File: src/rtl/owt_pkg.sv
`timescale 1ns/1ps
package owt_pkg;
   // width of one register half and of the size word
   localparam int OWT_HALF_W = 32;

   // field order inside a remapping window's register group
   typedef enum logic [2:0] {
      FLD_LOC_LO = 3'd0,
      FLD_LOC_HI = 3'd1,
      FLD_SIZE   = 3'd2,
      FLD_PCI_LO = 3'd3,
      FLD_PCI_HI = 3'd4
   } owt_fld_e;

   localparam int OWT_FLDS = 5;

   // decode a size word into a window length; zero becomes all ones
   function automatic logic [OWT_HALF_W-1:0] owt_size(input logic [OWT_HALF_W-1:0] sw);
      logic [OWT_HALF_W-1:0] masked;
      logic [OWT_HALF_W-1:0] len;
      masked = sw & ~OWT_HALF_W'(1);
      len    = ~masked + OWT_HALF_W'(1);
      if (len == '0) len = '1;
      return len;
   endfunction
endpackage

File: src/rtl/owt_regfile.sv
`timescale 1ns/1ps
module owt_regfile
   import owt_pkg::*;
#(
   parameter int NUM_WIN   = 3,
   parameter int NUM_REMAP = 2,
   parameter int DATA_W    = 32,
   parameter int ADDR_W    = 64,
   parameter int AW        = 8,
   parameter int BASE_OFS  = 'h68
) (
   input  logic                                 clk,
   input  logic                                 rst,
   input  logic                                 reg_wr,
   input  logic [AW-1:0]                        reg_addr,
   input  logic [DATA_W-1:0]                    reg_wdata,
   output logic [DATA_W-1:0]                    reg_rdata,
   output logic [NUM_REMAP-1:0][ADDR_W-1:0]     loc_base,
   output logic [NUM_REMAP-1:0][ADDR_W-1:0]     pci_base,
   output logic [NUM_REMAP-1:0][DATA_W-1:0]     size_word
);
   localparam int GRP_BYTES = OWT_FLDS * 4;
   localparam int TAIL_OFS  = BASE_OFS + GRP_BYTES * NUM_REMAP;

   if (ADDR_W != 2 * DATA_W) begin : g_bad_width
      $error("owt_regfile: ADDR_W must be twice DATA_W");
   end
   if (TAIL_OFS + 4 * (NUM_WIN - NUM_REMAP) > (1 << AW)) begin : g_bad_map
      $error("owt_regfile: register map does not fit in AW bits");
   end

   function automatic logic [AW-1:0] reg_ofs(input int win, input int fld);
      if (win < NUM_REMAP) return AW'(BASE_OFS + GRP_BYTES * win + 4 * fld);
      return AW'(TAIL_OFS + 4 * (win - NUM_REMAP));
   endfunction

   logic [NUM_WIN-1:0][DATA_W-1:0] sz_q;

   // size words for all windows, remap or not
   for (genvar k = 0; k < NUM_WIN; k++) begin : g_size
      always_ff @(posedge clk) begin
         if (rst)
            sz_q[k] <= '0;
         else if (reg_wr && reg_addr == reg_ofs(k, int'(FLD_SIZE)))
            sz_q[k] <= reg_wdata;
      end
   end

   // base registers, remapping windows only
   for (genvar k = 0; k < NUM_REMAP; k++) begin : g_base
      logic wr_ll, wr_lh, wr_pl, wr_ph;
      assign wr_ll = reg_wr && reg_addr == reg_ofs(k, int'(FLD_LOC_LO));
      assign wr_lh = reg_wr && reg_addr == reg_ofs(k, int'(FLD_LOC_HI));
      assign wr_pl = reg_wr && reg_addr == reg_ofs(k, int'(FLD_PCI_LO));
      assign wr_ph = reg_wr && reg_addr == reg_ofs(k, int'(FLD_PCI_HI));

      always_ff @(posedge clk) begin
         if (rst) begin
            loc_base[k] <= '0;
            pci_base[k] <= '0;
         end else begin
            if (wr_ll) loc_base[k][DATA_W-1:0]      <= reg_wdata;
            if (wr_lh) loc_base[k][ADDR_W-1:DATA_W] <= reg_wdata;
            if (wr_pl) pci_base[k][DATA_W-1:0]      <= reg_wdata;
            if (wr_ph) pci_base[k][ADDR_W-1:DATA_W] <= reg_wdata;
         end
      end

      assign size_word[k] = sz_q[k];

      AST_LOC_LO_KEEPS_HI: assert property (@(posedge clk) disable iff (rst)
         wr_ll |=> $stable(loc_base[k][ADDR_W-1:DATA_W]));
      AST_LOC_HI_KEEPS_LO: assert property (@(posedge clk) disable iff (rst)
         wr_lh |=> $stable(loc_base[k][DATA_W-1:0]));
      AST_PCI_LO_KEEPS_HI: assert property (@(posedge clk) disable iff (rst)
         wr_pl |=> $stable(pci_base[k][ADDR_W-1:DATA_W]));
      AST_PCI_HI_KEEPS_LO: assert property (@(posedge clk) disable iff (rst)
         wr_ph |=> $stable(pci_base[k][DATA_W-1:0]));
   end

   // read mux; unmatched offsets fall through to zero
   always_comb begin
      reg_rdata = '0;
      for (int k = 0; k < NUM_WIN; k++) begin
         if (reg_addr == reg_ofs(k, int'(FLD_SIZE))) reg_rdata = sz_q[k];
      end
      for (int k = 0; k < NUM_REMAP; k++) begin
         if (reg_addr == reg_ofs(k, int'(FLD_LOC_LO))) reg_rdata = loc_base[k][DATA_W-1:0];
         if (reg_addr == reg_ofs(k, int'(FLD_LOC_HI))) reg_rdata = loc_base[k][ADDR_W-1:DATA_W];
         if (reg_addr == reg_ofs(k, int'(FLD_PCI_LO))) reg_rdata = pci_base[k][DATA_W-1:0];
         if (reg_addr == reg_ofs(k, int'(FLD_PCI_HI))) reg_rdata = pci_base[k][ADDR_W-1:DATA_W];
      end
   end

   AST_UNMAPPED_WR_HOLDS: assert property (@(posedge clk) disable iff (rst)
      (reg_wr && reg_addr[1:0] != 2'b00) |=> $stable(sz_q));
endmodule

File: src/rtl/owt_window.sv
`timescale 1ns/1ps
module owt_window
   import owt_pkg::*;
#(
   parameter int ADDR_W = 64,
   parameter int SZ_W   = 32
) (
   input  logic              clk,
   input  logic              rst,
   input  logic [ADDR_W-1:0] lk_addr,
   input  logic [ADDR_W-1:0] loc_base,
   input  logic [ADDR_W-1:0] pci_base,
   input  logic [SZ_W-1:0]   size_word,
   output logic              hit,
   output logic [ADDR_W-1:0] xl_addr
);
   if (SZ_W != OWT_HALF_W) begin : g_bad_sz
      $error("owt_window: SZ_W must match the package half width");
   end
   if (ADDR_W < SZ_W) begin : g_bad_aw
      $error("owt_window: ADDR_W must be at least SZ_W");
   end

   logic [SZ_W-1:0]   win_len;
   logic [ADDR_W-1:0] offset;
   logic              above_base;
   logic              inside_len;

   // subtract-then-compare avoids overflow of base + length
   assign win_len    = owt_size(size_word);
   assign offset     = lk_addr - loc_base;
   assign above_base = lk_addr >= loc_base;
   assign inside_len = offset < {{(ADDR_W-SZ_W){1'b0}}, win_len};
   assign hit        = size_word[0] && above_base && inside_len;
   assign xl_addr    = pci_base + offset;

   AST_DISABLED_NO_HIT: assert property (@(posedge clk) disable iff (rst)
      !size_word[0] |-> !hit);
   AST_HIT_NOT_BELOW_BASE: assert property (@(posedge clk) disable iff (rst)
      hit |-> (lk_addr >= loc_base));
   AST_NONZERO_LEN: assert property (@(posedge clk) disable iff (rst)
      win_len != '0);
endmodule

File: src/rtl/owt_prio.sv
`timescale 1ns/1ps
module owt_prio #(
   parameter int NUM_REMAP = 2,
   parameter int ADDR_W    = 64,
   parameter int IDX_W     = 2
) (
   input  logic                             clk,
   input  logic                             rst,
   input  logic [NUM_REMAP-1:0]             win_hit,
   input  logic [NUM_REMAP-1:0][ADDR_W-1:0] win_xl,
   output logic                             hit,
   output logic [IDX_W-1:0]                 idx,
   output logic [ADDR_W-1:0]                addr
);
   if ((1 << IDX_W) < NUM_REMAP) begin : g_bad_idx
      $error("owt_prio: IDX_W too narrow");
   end

   // scan high to low so the lowest hitting index is left standing
   always_comb begin
      hit  = 1'b0;
      idx  = '0;
      addr = '0;
      for (int k = NUM_REMAP - 1; k >= 0; k--) begin
         if (win_hit[k]) begin
            hit  = 1'b1;
            idx  = IDX_W'(k);
            addr = win_xl[k];
         end
      end
   end

   logic [NUM_REMAP-1:0] lower_mask;
   always_comb begin
      lower_mask = '0;
      for (int k = 0; k < NUM_REMAP; k++) lower_mask[k] = (k < int'(idx));
   end

   AST_LOWEST_WINS: assert property (@(posedge clk) disable iff (rst)
      hit |-> ((win_hit & lower_mask) == '0));
   AST_MISS_IS_ZERO: assert property (@(posedge clk) disable iff (rst)
      !hit |-> (addr == '0 && idx == '0));
   AST_HIT_MATCHES_VECTOR: assert property (@(posedge clk) disable iff (rst)
      hit == (win_hit != '0));
endmodule

File: src/rtl/outbound_xlate.sv
`timescale 1ns/1ps
module outbound_xlate
   import owt_pkg::*;
#(
   parameter int NUM_WIN   = 3,
   parameter int NUM_REMAP = 2,
   parameter int DATA_W    = 32,
   parameter int ADDR_W    = 64,
   parameter int REG_AW    = 8,
   parameter int BASE_OFS  = 'h68
) (
   input  logic                         clk,
   input  logic                         rst,
   input  logic                         reg_wr,
   input  logic [REG_AW-1:0]            reg_addr,
   input  logic [DATA_W-1:0]            reg_wdata,
   output logic [DATA_W-1:0]            reg_rdata,
   input  logic [ADDR_W-1:0]            lk_addr,
   output logic                         lk_hit,
   output logic [$clog2(NUM_WIN)-1:0]   lk_idx,
   output logic [ADDR_W-1:0]            lk_pci_addr
);
   localparam int IDX_W = $clog2(NUM_WIN);

   if (NUM_REMAP < 1 || NUM_REMAP > NUM_WIN) begin : g_bad_cnt
      $error("outbound_xlate: NUM_REMAP must be in 1..NUM_WIN");
   end
   if (NUM_WIN < 2) begin : g_bad_win
      $error("outbound_xlate: NUM_WIN must be at least 2");
   end

   logic [NUM_REMAP-1:0][ADDR_W-1:0] loc_base;
   logic [NUM_REMAP-1:0][ADDR_W-1:0] pci_base;
   logic [NUM_REMAP-1:0][DATA_W-1:0] size_word;
   logic [NUM_REMAP-1:0]             win_hit;
   logic [NUM_REMAP-1:0][ADDR_W-1:0] win_xl;

   owt_regfile #(
      .NUM_WIN(NUM_WIN), .NUM_REMAP(NUM_REMAP), .DATA_W(DATA_W),
      .ADDR_W(ADDR_W), .AW(REG_AW), .BASE_OFS(BASE_OFS)
   ) i_regs (
      .clk(clk), .rst(rst),
      .reg_wr(reg_wr), .reg_addr(reg_addr), .reg_wdata(reg_wdata),
      .reg_rdata(reg_rdata),
      .loc_base(loc_base), .pci_base(pci_base), .size_word(size_word)
   );

   // only windows with a remap get a comparator
   for (genvar k = 0; k < NUM_REMAP; k++) begin : g_win
      owt_window #(.ADDR_W(ADDR_W), .SZ_W(DATA_W)) i_win (
         .clk(clk), .rst(rst),
         .lk_addr(lk_addr),
         .loc_base(loc_base[k]), .pci_base(pci_base[k]),
         .size_word(size_word[k]),
         .hit(win_hit[k]), .xl_addr(win_xl[k])
      );
   end

   owt_prio #(.NUM_REMAP(NUM_REMAP), .ADDR_W(ADDR_W), .IDX_W(IDX_W)) i_prio (
      .clk(clk), .rst(rst),
      .win_hit(win_hit), .win_xl(win_xl),
      .hit(lk_hit), .idx(lk_idx), .addr(lk_pci_addr)
   );

   AST_SIZE_ONLY_NEVER_WINS: assert property (@(posedge clk) disable iff (rst)
      lk_hit |-> (int'(lk_idx) < NUM_REMAP));
   AST_RESET_NO_HIT: assert property (@(posedge clk)
      $past(rst) |-> !lk_hit);
endmodule

File: config.mk
export PLATFORM = sky130hd
export DESIGN_NAME = outbound_xlate
export DESIGN_NICKNAME = d
export VERILOG_FILES = /design/src/rtl/owt_pkg.sv /design/src/rtl/owt_regfile.sv /design/src/rtl/owt_window.sv /design/src/rtl/owt_prio.sv /design/src/rtl/outbound_xlate.sv
export SDC_FILE = /design/constraint.sdc
export NUM_CORES = 2
export LEC_CHECK = 0
export BUFFER_PORTS_ARGS = -buffer_cell sky130_fd_sc_hd__buf_2
export CORE_UTILIZATION = 33
export CTS_BUF_LIST = sky130_fd_sc_hd__clkbuf_4 sky130_fd_sc_hd__clkbuf_8
export CTS_CLUSTER_SIZE = 20
export DETAILED_ROUTE_END_ITERATION = 7
export MAX_ROUTING_LAYER = met4
export PLACE_DENSITY = 0.47
export SLEW_MARGIN = 20
export SYNTH_ARGS = -nofsm -noshare
export SYNTH_HDL_FRONTEND = slang
export SYNTH_SLANG_ARGS = --single-unit
File: constraint.sdc
create_clock -name clk -period 8.9 [get_ports clk]
set_input_delay 0 -clock clk [delete_from_list [all_inputs] [get_ports clk]]
set_output_delay 0 -clock clk [all_outputs]
set_load 0.01 [all_outputs]
==> impl_metrics.ini <==
[setup_path]
reg2reg_to = i_regs.pci_base[103]$_SDFFE_PP0P_
worstSetupEndpointType = primary output
worstPathMaxFanout = 45
crit_type = register to primary output
r2r_cells = 3
crit_required_ps = 8900
critPathArrivalTime_ps = 8600
timing.rr.start = i_regs.pci_base[103]$_SDFFE_PP0P_
reg2reg_slack_ps = 7270
start_kind = register

[drt]
drc = 0
wire_per_inst_um = 33.9
vias_per_cell = 6.19
drt-initial-drc-count = 5363
dr.pass1.iters = 6
vias = 39600
drtAntennaViolNets = 0
drt-total-wl_um = 217000

[sta]
hold_viol = 0
drv_slew = 0
tightest_slew_ps = 1210
rsz0062_at_grt = no
finalCritPeriodShare_pct = 96.6
setup_violations = 0
finalSetupTns_ps = 0
min_period_ps = 8600
fmax_mhz = 116
max_slew_margin_pct = 18.8
fin_skew_ps = 0
holdWs_ps = 207

[placed_design]
port_buffers = 204
dpl_cell_area_mm2 = 0.0362
place_hpwl_um = 177000
place_congestion = 1.08

[cts]
clock_path_buffers = 3
cts_max_level = 2
cts.clk_slew.worst_paths_ps = 70
cts_root_buf = clkbuf_8
clock_latency_ps = 690
cts_buffers = 58
tritoncts = built
cts_sinks = 352

[yosys]
synth-adder-area-share_pct = 11.9
synth_cells = 4925
ys_async_sr_fraction_pct = 0
synth_area_leader_cell = dfxtp_1
synth.top_cells.by_count = 997 x nand2_1, 690 x a21oi_1, 352 x dfxtp_1
synthSimpleGateAreaFrac_pct = 23.9
syn-num-nets = 5354
synth_cell_type_count = 88
ys.flop_type = dfxtp_1
ys_seq_elements = 352
synthXorXnorAreaFrac_pct = 7.05
ys_seq_area_share_pct = 20.6
synth-compound-area-share_pct = 29.9
synth_top_family_by_area = compound AO/OA/AOI/OAI gates
synth_top_area_share_pct = 20.6
synth-edff-count = 0
yosysWarnings = 0
yosysMostFrequentCell = nand2_1
synth.area.top_cells = dfxtp_1 21%, ha_1 12%, nand2_1 11%
synth_area_mm2 = 0.0342
synth_mux_area_share_pct = 0.605
syn_area_per_cell_um2 = 6.93

[layout]
layout-drive-gt1-share_pct = 9.15
fin_area_mm2 = 0.0379
nNetsFinal = 5388
synthToLayoutAreaGrowth_pct = 11.1

[run_status]
outcome = completed

[global_routing]
grt-busiest-layer = met2
use_met2_pct = 59.7
grt_max_degree = 125
grt-ovfl-total = 0
track_usage_pct = 41.3
grtUsageMet1_pct = 54.6
grt_util_met3_pct = 9.37
grt_pass1_wl_um = 293000
antenna_found_initial = 37
grt_pass1_vias = 35500

[hold_path]
hold_end = i_regs.sz_q[94]$_SDFFE_PP0P_
hp-start = reg_wdata[30]
holdPathStages = 4
hp-class = input port to register

[floorplan]
start_util_pct = 33.4
dieArea_mm2 = 0.105
core_mm2 = 0.102
num_rows = 117
die_x_um = 324
die_y_um = 324
io_pins = 206

[power]
p_leak_nw = 15.1
vdd.ir_drop.worst_uv = 121
p_per_area_mw_per_mm2 = 124

[flow_run]
cap_violations = 0
## metrics by stage
step	power [mW]	setup WS [ps]	util, %	instances
3_5_place_dp	3.02	665	35.4	6229
2_1_floorplan	2.47	2630	-	4925
6_report	4.71	302	37.1	6397
4_1_cts	4.66	143	37.0	6368
3_3_place_gp	3.04	792	35.4	6229
5_1_grt	4.87	101	37.1	6391
## area by class of cell
type	count	area, µm²
Antenna cell	26	65.1
Clock buffer	92	1170
Clock inverter	12	141
Fill cell	11200	64200
Inverter	209	787
Multi-Input combinational cell	4039	25200
Sequential cell	352	7050
Tap cell	1368	1710
Timing Repair Buffer	299	1870
## power by group
| part | switching [mW] | internal, mW |
|---|---|---|
| clock network | 0.754 | 0.894 |
| registers | 0.00482 | 1.58 |
| logic | 1.01 | 0.467 |
| total | 1.77 | 2.94 |
## placed cells by master (no fill, tap or decap), types with 35 or more instances in the layout
| cell | synthesis | routed |
|---|---|---|
| a21o_1 | 134 | 134 |
| a21oi_1 | 690 | 690 |
| a221oi_1 | 42 | 42 |
| a222oi_1 | 36 | 36 |
| a22oi_1 | 68 | 68 |
| and3_1 | 58 | 58 |
| buf_2 | 7 | 203 |
| buf_4 | 2 | 57 |
| clkbuf_8 | 0 | 76 |
| dfxtp_1 | 352 | 352 |
| dlygate4sd3_1 | 0 | 35 |
| ha_1 | 318 | 318 |
| inv_1 | 207 | 207 |
| nand2_1 | 997 | 988 |
| nand3_1 | 82 | 82 |
| nand4_1 | 83 | 83 |
| nor2_1 | 262 | 252 |
| nor2b_1 | 36 | 36 |
| nor3_1 | 76 | 74 |
| o21a_1 | 45 | 45 |
| o21ai_0 | 190 | 188 |
| o21bai_1 | 50 | 50 |
| o22ai_1 | 52 | 52 |
| or3_1 | 35 | 35 |
| xnor2_1 | 150 | 150 |
| xor2_1 | 125 | 124 |
## flip-flops by register name, summed over array words and instances (netlist names)
| register | flops |
|---|---|
| i_regs.loc_base | 128 |
| i_regs.sz_q | 32 |
| i_regs.pci_base | 128 |
| i_regs.size_word | 64 |
## what timing repair did
action / CTS / global route
buffers inserted: 0 / 3
pin swaps: 0 / 1
endpoints found under the setup margin: 10 / 66
gates resized for setup: 1 / 3
hold endpoints to repair: 352 / 0
hold buffers: 35 / 0
## per-layer routing
layer	part of all wire, %	vias to the layer above
met3	9.9	359
met1	43	19300
met2	42	2074
met4	4.9	0
li1	-	17800
met5	0	-
## worst max-delay path, cell delays in order (launching register included)
cell	delay, ps
dfxtp_1	540
inv_1	120
ha_1	370
a21oi_1	310
o2111ai_1	200
or3_1	370
o211ai_1	570
a21oi_1	250
or2_2	360
a21oi_1	190
xnor2_1	540
ha_1	400
nand3_1	90
nor2_1	60
a221o_1	340
a221oi_1	300
o31ai_1	130
nor3_1	210
nand4b_1	450
and4b_1	470
nand4_1	100
and4bb_4	630
inv_4	310
o32ai_1	350
buf_2	170
## worst max-delay path by stage
| stage | endpoint | depth (start not counted) | slack, ps | from |
|---|---|---|---|---|
| detailed placement | lk_pci_addr[38] | 26 | 660 | i_regs.size_word[1]$_SDFFE_PP0P_ |
| global route | lk_pci_addr[63] | 29 | 100 | i_regs.loc_base[66]$_SDFFE_PP0P_ |
| global placement | lk_pci_addr[3] | 25 | 790 | i_regs.size_word[1]$_SDFFE_PP0P_ |
| finish | lk_pci_addr[3] | 24 | 300 | i_regs.loc_base[14]$_SDFFE_PP0P_ |
| floorplan | lk_pci_addr[56] | 27 | 2630 | i_regs.size_word[1]$_SDFFE_PP0P_ |
| CTS | lk_pci_addr[57] | 27 | 140 | i_regs.size_word[1]$_SDFFE_PP0P_ |
## cell families after synthesis
group	Yosys count
xor+xnor	275
flops	352
compound gates	1609
other cells	1
fa+ha+maj	322
simple gates	1812
mux	20
buf+inv	534
Power figures use the tool's default switching activity.
